--- config.mk ---
export PLATFORM = sky130hd
export DESIGN_NAME = msif_file
export DESIGN_NICKNAME = d
export VERILOG_FILES = /design/src/rtl/msif_pkg.sv /design/src/rtl/msif_sel_decode.sv /design/src/rtl/msif_prio.sv /design/src/rtl/msif_doorbell.sv /design/src/rtl/msif_file.sv
export SDC_FILE = /design/constraint.sdc
export NUM_CORES = 2
export LEC_CHECK = 0
export ABC_AREA = 1
export BUFFER_PORTS_ARGS = -buffer_cell sky130_fd_sc_hd__buf_2
export CORE_MARGIN = 2
export CORE_UTILIZATION = 27
export CTS_CLUSTER_SIZE = 25
export DETAILED_ROUTE_END_ITERATION = 10
export PLACE_DENSITY = 0.51
export SYNTH_ARGS = -nofsm -noshare
export SYNTH_HDL_FRONTEND = slang
export SYNTH_SLANG_ARGS = --single-unit
--- constraint.sdc ---
create_clock -name clk -period 18 [get_ports clk]
set_input_delay 1.8 -clock clk [delete_from_list [all_inputs] [get_ports clk]]
set_output_delay 1.8 -clock clk [all_outputs]
set_load 0.02 [all_outputs]
--- src/rtl/msif_pkg.sv ---
package msif_pkg;
    localparam int SEL_W = 9;
    localparam logic [SEL_W-1:0] SEL_DELIV     = 9'h070;
    localparam logic [SEL_W-1:0] SEL_THRESH    = 9'h072;
    localparam logic [SEL_W-1:0] SEL_PEND_BASE = 9'h080;
    localparam logic [SEL_W-1:0] SEL_EN_BASE   = 9'h0C0;
    localparam logic [SEL_W-1:0] SEL_TOP       = 9'h100;
    localparam int TOP_SHIFT = 16;

    typedef enum logic [1:0] {
        ST_OK      = 2'd0,
        ST_INVAL   = 2'd1,
        ST_UNKNOWN = 2'd2
    } msif_status_e;

    typedef enum logic [2:0] {
        K_NONE, K_DELIV, K_THR, K_PEND, K_EN, K_TOP
    } msif_kind_e;

    function automatic logic [63:0] masked_merge(input logic [63:0] old_v,
                                                 input logic [63:0] new_v,
                                                 input logic [63:0] mask);
        return (old_v & ~mask) | (new_v & mask);
    endfunction
endpackage

--- src/rtl/msif_sel_decode.sv ---
module msif_sel_decode
    import msif_pkg::*;
#(
    parameter int NUM_GROUPS = 2,
    parameter int GW = 1
) (
    input  logic [SEL_W-1:0] sel,
    output msif_kind_e       kind,
    output logic [GW-1:0]    grp,
    output msif_status_e     status
);
    logic [5:0] off;

    always_comb begin
        kind   = K_NONE;
        grp    = '0;
        status = ST_OK;
        off    = '0;
        if (sel == SEL_DELIV) begin
            kind = K_DELIV;
        end else if (sel == SEL_THRESH) begin
            kind = K_THR;
        end else if (sel == SEL_TOP) begin
            kind = K_TOP;
        end else if (sel >= SEL_PEND_BASE && sel < SEL_EN_BASE) begin
            kind = K_PEND;
            off  = 6'(sel - SEL_PEND_BASE);
        end else if (sel >= SEL_EN_BASE && sel < SEL_EN_BASE + 9'd64) begin
            kind = K_EN;
            off  = 6'(sel - SEL_EN_BASE);
        end else begin
            status = ST_UNKNOWN;
        end
        if (kind == K_PEND || kind == K_EN) begin
            if (off[0] || (32'(off[5:1]) >= 32'(NUM_GROUPS))) begin
                status = ST_INVAL;
                kind   = K_NONE;
            end else begin
                grp = GW'(off[5:1]);
            end
        end
    end
endmodule

--- src/rtl/msif_prio.sv ---
module msif_prio #(
    parameter int NUM_IDS = 128,
    parameter int TW = 11,
    parameter int IDW = 7
) (
    input  logic [NUM_IDS-1:0] cand,
    input  logic [TW-1:0]      thr,
    output logic [IDW-1:0]     id,
    output logic               found
);
    logic lim_on;

    always_comb begin
        lim_on = (thr != '0) && (32'(thr) <= 32'(NUM_IDS));
        id     = '0;
        found  = 1'b0;
        for (int i = NUM_IDS - 1; i >= 1; i--) begin
            if (cand[i] && (!lim_on || (32'(i) < 32'(thr)))) begin
                id    = IDW'(i);
                found = 1'b1;
            end
        end
    end
endmodule

--- src/rtl/msif_doorbell.sv ---
module msif_doorbell #(
    parameter int NUM_IDS = 128,
    parameter int IDW = 7
) (
    input  logic           valid,
    input  logic           swap,
    input  logic [31:0]    data,
    output logic           hit,
    output logic [IDW-1:0] id
);
    logic [31:0] val;

    always_comb begin
        val = swap ? {data[7:0], data[15:8], data[23:16], data[31:24]} : data;
        hit = valid && (val != 32'd0) && (val < 32'(NUM_IDS));
        id  = IDW'(val);
    end
endmodule

--- src/rtl/msif_file.sv ---
module msif_file
    import msif_pkg::*;
#(
    parameter int NUM_IDS  = 128,
    parameter int ID_LIMIT = 2048
) (
    input  logic              clk,
    input  logic              rst_n,
    input  logic              reg_req,
    input  logic [8:0]        reg_sel,
    input  logic [63:0]       reg_wdata,
    input  logic [63:0]       reg_wmask,
    output logic              rsp_valid,
    output logic [63:0]       rsp_rdata,
    output logic [1:0]        rsp_status,
    input  logic              db_valid,
    input  logic              db_swap,
    input  logic [31:0]       db_data,
    output logic              ext_irq
);
    localparam int NUM_GROUPS = (NUM_IDS + 63) / 64;
    localparam int TW  = $clog2(ID_LIMIT);
    localparam int IDW = $clog2(NUM_IDS);
    localparam int GW  = (NUM_GROUPS > 1) ? $clog2(NUM_GROUPS) : 1;
    localparam int FLAT = NUM_GROUPS * 64;

    typedef struct packed {
        logic                         deliv;
        logic [TW-1:0]                thr;
        logic [NUM_GROUPS-1:0][63:0]  eip;
        logic [NUM_GROUPS-1:0][63:0]  eie;
        logic                         rsp_valid;
        logic [63:0]                  rsp_rdata;
        logic [1:0]                   rsp_status;
    } msif_state_t;

    msif_state_t st_d, st_q;
    logic        irq_d, irq_q;

    msif_kind_e   kind;
    logic [GW-1:0] grp;
    msif_status_e dec_status;

    msif_sel_decode #(.NUM_GROUPS(NUM_GROUPS), .GW(GW)) u_dec (
        .sel(reg_sel), .kind(kind), .grp(grp), .status(dec_status)
    );

    logic           db_hit;
    logic [IDW-1:0] db_id;

    msif_doorbell #(.NUM_IDS(NUM_IDS), .IDW(IDW)) u_db (
        .valid(db_valid), .swap(db_swap), .data(db_data), .hit(db_hit), .id(db_id)
    );

    logic [FLAT-1:0]  cand_all_q, cand_all_d;
    logic [IDW-1:0]   top_id_q, top_id_d;
    logic             top_found_q, top_found_d;
    logic [63:0]      top_val_q;

    assign cand_all_q = st_q.eip & st_q.eie;
    assign cand_all_d = st_d.eip & st_d.eie;

    msif_prio #(.NUM_IDS(NUM_IDS), .TW(TW), .IDW(IDW)) u_prio_cur (
        .cand(cand_all_q[NUM_IDS-1:0]), .thr(st_q.thr), .id(top_id_q), .found(top_found_q)
    );

    msif_prio #(.NUM_IDS(NUM_IDS), .TW(TW), .IDW(IDW)) u_prio_next (
        .cand(cand_all_d[NUM_IDS-1:0]), .thr(st_d.thr), .id(top_id_d), .found(top_found_d)
    );

    assign top_val_q = (64'(top_id_q) << TOP_SHIFT) | 64'(top_id_q);

    logic [31:0] claim_g, claim_b, db_g, db_b;
    logic [63:0] word_mask;

    always_comb begin
        st_d            = st_q;
        st_d.rsp_valid  = reg_req;
        st_d.rsp_rdata  = '0;
        st_d.rsp_status = ST_OK;
        claim_g   = 32'(top_id_q) >> 6;
        claim_b   = 32'(top_id_q) & 32'd63;
        db_g      = 32'(db_id) >> 6;
        db_b      = 32'(db_id) & 32'd63;
        word_mask = reg_wmask & ~((grp == '0) ? 64'd1 : 64'd0);
        if (reg_req) begin
            st_d.rsp_status = dec_status;
            case (kind)
                K_DELIV: begin
                    st_d.rsp_rdata = {63'd0, st_q.deliv};
                    st_d.deliv = (st_q.deliv & ~reg_wmask[0]) | (reg_wdata[0] & reg_wmask[0]);
                end
                K_THR: begin
                    st_d.rsp_rdata = 64'(st_q.thr);
                    st_d.thr = (st_q.thr & ~reg_wmask[TW-1:0]) | (reg_wdata[TW-1:0] & reg_wmask[TW-1:0]);
                end
                K_PEND: begin
                    st_d.rsp_rdata = st_q.eip[grp];
                    st_d.eip[grp]  = masked_merge(st_q.eip[grp], reg_wdata, word_mask);
                end
                K_EN: begin
                    st_d.rsp_rdata = st_q.eie[grp];
                    st_d.eie[grp]  = masked_merge(st_q.eie[grp], reg_wdata, word_mask);
                end
                K_TOP: begin
                    st_d.rsp_rdata = top_val_q;
                    if ((reg_wmask != '0) && top_found_q)
                        st_d.eip[claim_g[GW-1:0]][claim_b[5:0]] = 1'b0;
                end
                default: ;
            endcase
        end
        // doorbell applied last so a same-cycle claim cannot drop it
        if (db_hit)
            st_d.eip[db_g[GW-1:0]][db_b[5:0]] = 1'b1;
        st_d.eip[0][0] = 1'b0;
        st_d.eie[0][0] = 1'b0;
    end

    assign irq_d = st_d.deliv && top_found_d;

    always_ff @(posedge clk or negedge rst_n) begin
        if (!rst_n) begin
            st_q  <= '0;
            irq_q <= 1'b0;
        end else begin
            st_q  <= st_d;
            irq_q <= irq_d;
        end
    end

    assign rsp_valid  = st_q.rsp_valid;
    assign rsp_rdata  = st_q.rsp_rdata;
    assign rsp_status = st_q.rsp_status;
    assign ext_irq    = irq_q;

    AST_NONZERO_WINNER: assert property (@(posedge clk) disable iff (!rst_n)
        top_found_q |-> (top_id_q != '0));
    AST_WINNER_ELIGIBLE: assert property (@(posedge clk) disable iff (!rst_n)
        top_found_q |-> cand_all_q[top_id_q]);
    AST_BELOW_THRESHOLD: assert property (@(posedge clk) disable iff (!rst_n)
        (top_found_q && (st_q.thr != '0) && (32'(st_q.thr) <= 32'(NUM_IDS)))
            |-> (32'(top_id_q) < 32'(st_q.thr)));
    AST_IRQ_NEEDS_DELIVERY: assert property (@(posedge clk) disable iff (!rst_n)
        irq_q |-> st_q.deliv);
    AST_IRQ_MATCHES_FILE: assert property (@(posedge clk) disable iff (!rst_n)
        irq_q == (st_q.deliv && top_found_q));
    AST_ERROR_NO_UPDATE: assert property (@(posedge clk) disable iff (!rst_n)
        (st_q.rsp_valid && (st_q.rsp_status != ST_OK))
            |-> (st_q.eie == $past(st_q.eie) && st_q.thr == $past(st_q.thr)
                 && st_q.deliv == $past(st_q.deliv)));
endmodule

After elaboration in Yosys (flattened, before gate mapping):

Cells that the tools add are included.

* $add $sub $neg: 2
* order comparisons: 272
* eq/ne operators: 10
* multiplexer cells: 429
* bitwise gates (word level): 22
* reduce and logical (&&, ||, !) cells: 529

Operator list (number)
* $lt A7 B11 Y1 const A: 128
* $mux W7: 127
* $lt A6 B11 Y1 const A: 64
* $mux W64: 7
* $and A128 B128 Y128: 3
* $mux W128: 3
* $lt A5 B11 Y1 const A: 32
* $pmux W64 S5: 1
* $mux W268: 1
* $logic_and A1 B1 Y1: 267
* $mux W1: 260
* $and A64 B64 Y64: 4
* $bwmux W128: 2
* $logic_or A1 B1 Y1: 256
* $pmux W128 S2: 1
* $demux W64 S1: 3
* $lt A4 B11 Y1 const A: 16
* $not A128 Y128: 1
* $or A128 B128 Y128: 1
* $or A64 B64 Y64: 2
* $lt A3 B11 Y1 const A: 8
* $mux W66: 1
* $not A1 Y64: 1
* $not A64 Y64: 1
* other kinds (35): 74

* register bits after elaboration: 334
* bits of input ports: 174
* output and inout bits: 68
* logic and storage cells: 1274

Longest topological paths before layout:

* depth in word-level cells: 276
* gate-level depth with buffers: 144
* depth with buffers taken out: 143

Hierarchy:

A second synthesis with hierarchy kept.

* cells, all modules: 5449
* area total of the unflattened synthesis: 31261.2 um2

Modules (own cells, without submodules)
* msif_file: times used 1, cells an instance 3914, area each 24473.5 um2, sequential area each 8358.0 um2
* msif_prio: times used 2, cells an instance 699, area each 3101.7 um2, sequential area each 0.0 um2
* msif_doorbell: times used 1, cells an instance 100, area each 415.4 um2, sequential area each 0.0 um2
* msif_sel_decode: times used 1, cells an instance 37, area each 168.9 um2, sequential area each 0.0 um2

Worst setup path before layout:

OpenSTA, ideal clock, no wires.

* path kind: register -> register
* start: register st_q[325] in the netlist's numbering
* end: register irq_q, in the netlist ext_irq
* library setup time: 0.122 ns
* arrival: 7.689 ns
* required time: 17.878 ns
* slack: 10.190 ns
* stages on the path, launching flop included: 138
* path buffers: 3
* period minus slack after synthesis: 7.810 ns
* cell sequence: dfrtp_1 > buf_4 > nor2_1 > nand2_1 > nor2_4 > nand2_1 > nand2_1 > buf_6 > inv_2 > nor2_2 > inv_2 > o2111ai_1 > nand2_1 > nand2_1 > nand2_1 > nand2_1 > nand2_1 > nand2_1 > [... 102 more ...] > nand2_1 > nand2_2 > nand2_4 > nand2_8 > buf_4 > nand4_1 > nand2_1 > nand2_1 > nand2_1 > nand2_1 > nand2_1 > nand2_1 > nor2_1 > nand2_1 > nor2_1 > nand2_1 > nor2_1 > a21oi_1

RTL lines
* from (decl): RTL line msif_file.sv:37 `msif_state_t st_d, st_q;`
* from (signal assigned): RTL line msif_file.sv:127 `st_q <= st_d;`
* to (signal assigned): RTL line msif_file.sv:128 `irq_q <= irq_d;`
* to (decl): RTL line msif_file.sv:38 `logic irq_d, irq_q;`

==> run_results.csv <==
group,metric,value,unit
critical_path,crit_path_max_fanout,64,
floorplanning,die_w,324.5,um
logic_synthesis,yosysTopAreaCell,"dfrtp_1",
timing,min_period,13.52,ns
floorplanning,fp.coreArea,101900,sq um
placement,gp_congestion,1.145,
clock_tree,holdBufCountCts,0,
power_and_ir_drop,ir_drop,0.08517,mV
clock_tree,clkTransAtPathRegs,0.07,ns
logic_synthesis,ys_top_cells_by_area,"dfrtp_1 30%, nand2_1 21%, o21ai_0 9.2%",
logic_synthesis,yosysMostFrequentCell,"nand2_1",
global_routing,track_usage,0.3453,
power_and_ir_drop,power,2762,uW
global_routing,grt.met1_usage,0.4499,
clock_tree,cts.sinks,334,
logic_synthesis,synth-compound-area-share,0.2235,
routing,avgRoutedWirePerCell,30.94,um
logic_synthesis,synth_simple_gate_area_share,0.3342,
timing,hold_violations,0,
critical_path,timing.rr.start,"st_q[325]$_DFF_PN0_",
timing,fin_crit_sh,0.7511,
routing,wirelength,188400,um
timing,slew_viol_final,0,
logic_synthesis,synth_commonest_cells,"1537 x nand2_1, 585 x inv_1, 509 x o21ai_0",
critical_path,cp.required,18.52,ns
floorplanning,pin_count,242,
clock_tree,post_cts_buffers,0,
critical_path,critPathLaunchType,"register",
timing,fmax,0.07397,GHz
logic_synthesis,syn-num-nets,4741,
clock_tree,clock_path_buffers,3,
routing,drt_iter0_drc,4934,
placement,dp_cells,5991,
floorplanning,die_h,324.5,um
layout,fin_nets,4846,
power_and_ir_drop,power.density,86.46,nW/um^2
logic_synthesis,synth_flop_cell,"dfrtp_1",
logic_synthesis,synth_area,27730,sq um
critical_path,crit_arrival,14.04,ns
floorplanning,rows,117,
critical_path,critical_path_class,"register to register",
logic_synthesis,yosys_warnings,0,
layout,syn_to_final_growth,15.20,%
logic_synthesis,synth.top_cell.area_share,0.3014,
logic_synthesis,synth_xor_area_frac,0,
logic_synthesis,synthCells,4567,
logic_synthesis,synth_top_family_by_area,"simple AND/OR/NAND/NOR gates",
timing,timing.slew.headroom,0.07289,
global_routing,met2_usage,0.4978,
clock_tree,clk-insertion-delay-late,0.66,ns
floorplanning,fp.dieArea,105300,sq um
run,timing.max_cap.violations,0,
global_routing,first_global_vias,32325,
logic_synthesis,syn_area_per_cell,6.072,sq um
clock_tree,ctsResizeCount,0,
layout,stdcell_count,6089,
clock_tree,cts-buffers-inserted,47,
logic_synthesis,synth_mux_area_frac,0.01011,
critical_path,cp_slowest_stage_delay,0.96,ns
clock_tree,htree_levels,2,
global_routing,busiest_layer,"met2",
placement,dp_hpwl,139100,um
layout,layout-drive-gt1-share,0.1053,
logic_synthesis,yosysUniqueCellTypes,51,
global_routing,grt_first_pass_wirelength,258000,um
timing,setup_viol,0,
global_routing,grtUsageMet3,0.09349,
global_routing,grt_overflow,0,
global_routing,grt_start_max_net_pins,102,
routing,antenna_left,0,
logic_synthesis,async_flop_share,1.000,
timing,fin_skew,0.02853,ns
timing,worst_pin_slew,1.387,ns
placement,io_buffers,241,
min_path,hold_path_class,"register to register",
routing,dr.pass1.iters,8,
global_routing,antenna_found_initial,14,
power_and_ir_drop,leakagePower,0.01605,uW
critical_path,crit_path_start,"st_q[325]$_DFF_PN0_",
clock_tree,tritoncts,"yes",
timing,tns,0,ns
floorplanning,start_util,0.2722,
logic_synthesis,synth-adder-area-share,0,
critical_path,cpMaxStageDelayCell,"clkinv_1",
timing,rsz0062_at_grt,"false",
routing,vias_per_cell,5.762,
routing,vias,35087,
logic_synthesis,synth_seq_area_share,0.3014,
min_path,hp-start,"st_q[145]$_DFF_PN0_",
logic_synthesis,synth-edff-count,0,
clock_tree,clockRootBuffer,"clkbuf_16",
critical_path,cp_common_cell,"nand2_1",
critical_path,end_kind,"register",
routing,drc,0,
run_status,status,"finished clean",
logic_synthesis,ys_ff_latch,334,
[sequential cells by signal, indices dropped and copies added (netlist names)]
register,flops
ext_irq,1
rsp_rdata,64
rsp_valid,1
st_q,266
rsp_status,2
[critical path, delay by kind of cell (launching register included)]
kind / cells / cell delay [ns]
and+or+nand+nor: 131 / 11.16
buffers and inverters: 2 / 1.22
DFF: 1 / 0.78
AOI/OAI and AO/OA: 1 / 0.08
[where the power goes]
part,total [uW],internal [uW],switching [uW]
combinational,841,149,692
sequential,840,790,50.7
clock,1080,652,429
total,2760,1590,1170
[final cells by class]
class                   count  area (sq um)
repair buffers            339          1967
inverters                 604          2275
diodes                     11         27.53
clock buffers              62          1333
well taps                1368          1712
clock inverters            25         399.1
fillers                 11505         69940
flip-flops and latches    334          8358
multi-input cells        3346         15880
[logic make-up (layout without fill, tap and decap cells)]
kind of cell,count (synthesis),count (layout)
muxes,28,28
and+or+nand+nor,2282,2282
buffers and inverters,887,1030
AOI/OAI and AO/OA,1036,1036
DFF,334,334
other,0,11
[routing by layer]
| metal | up-vias | share of wire |
|---|---|---|
| met2 | 2553 | 0.41 |
| met1 | 16686 | 0.40 |
| met5 | - | 0.00021 |
| met3 | 611 | 0.12 |
| li1 | 15231 | - |
| met4 | 6 | 0.078 |
[cells in the final DEF, fill, tap and decap left out, drive strengths merged, types with 3 or more instances in the layout]
cell      count
bufinv        9
nand3       109
nor3b         7
nor4         33
o2111ai      28
o211ai       77
a211oi        6
o32ai        55
o211a         4
clkbuf       62
a22oi        23
o21ai       553
buf         339
diode        11
o22ai        17
mux2i        28
inv         601
a31oi        16
nand2      1542
dfrtp       334
a32oi        56
nor3         30
clkinv       16
nor2        429
a21oi       154
or2           6
o221ai        3
a32o          4
clkinvlp      3
o21bai        8
o31ai         7
nand4       122
a2111oi      14
[worst paths after layout]
check / end / cells after the start / slack, ns
worst max-delay path: ext_irq$_DFF_PN0_ / 134 / 4.48
worst min-delay path: st_q[145]$_DFF_PN0_ / 2 / 0.53
worst max register to register: ext_irq$_DFF_PN0_ / 134 / 4.48
worst min register to register: st_q[145]$_DFF_PN0_ / 2 / 0.53
max in group asynchronous: st_q[129]$_DFF_PN0_ / 3 / 14.36
min in group asynchronous: rsp_rdata[13]$_DFF_PN0_ / 1 / 1.22
[metrics by stage]
step	util	area, sq um	hold slack [ns]	worst slack, ns
6_report	0.3136	31950	0.5298	4.480
4_1_cts	0.3133	31920	0.5171	5.235
3_3_place_gp	0.2963	30190	0.4938	5.123
2_1_floorplan	-	27730	0.4755	10.19
5_1_grt	0.3133	31920	0.5577	3.775
3_5_place_dp	0.2963	30190	0.5039	5.240
(Power assumes the default switching activity.)
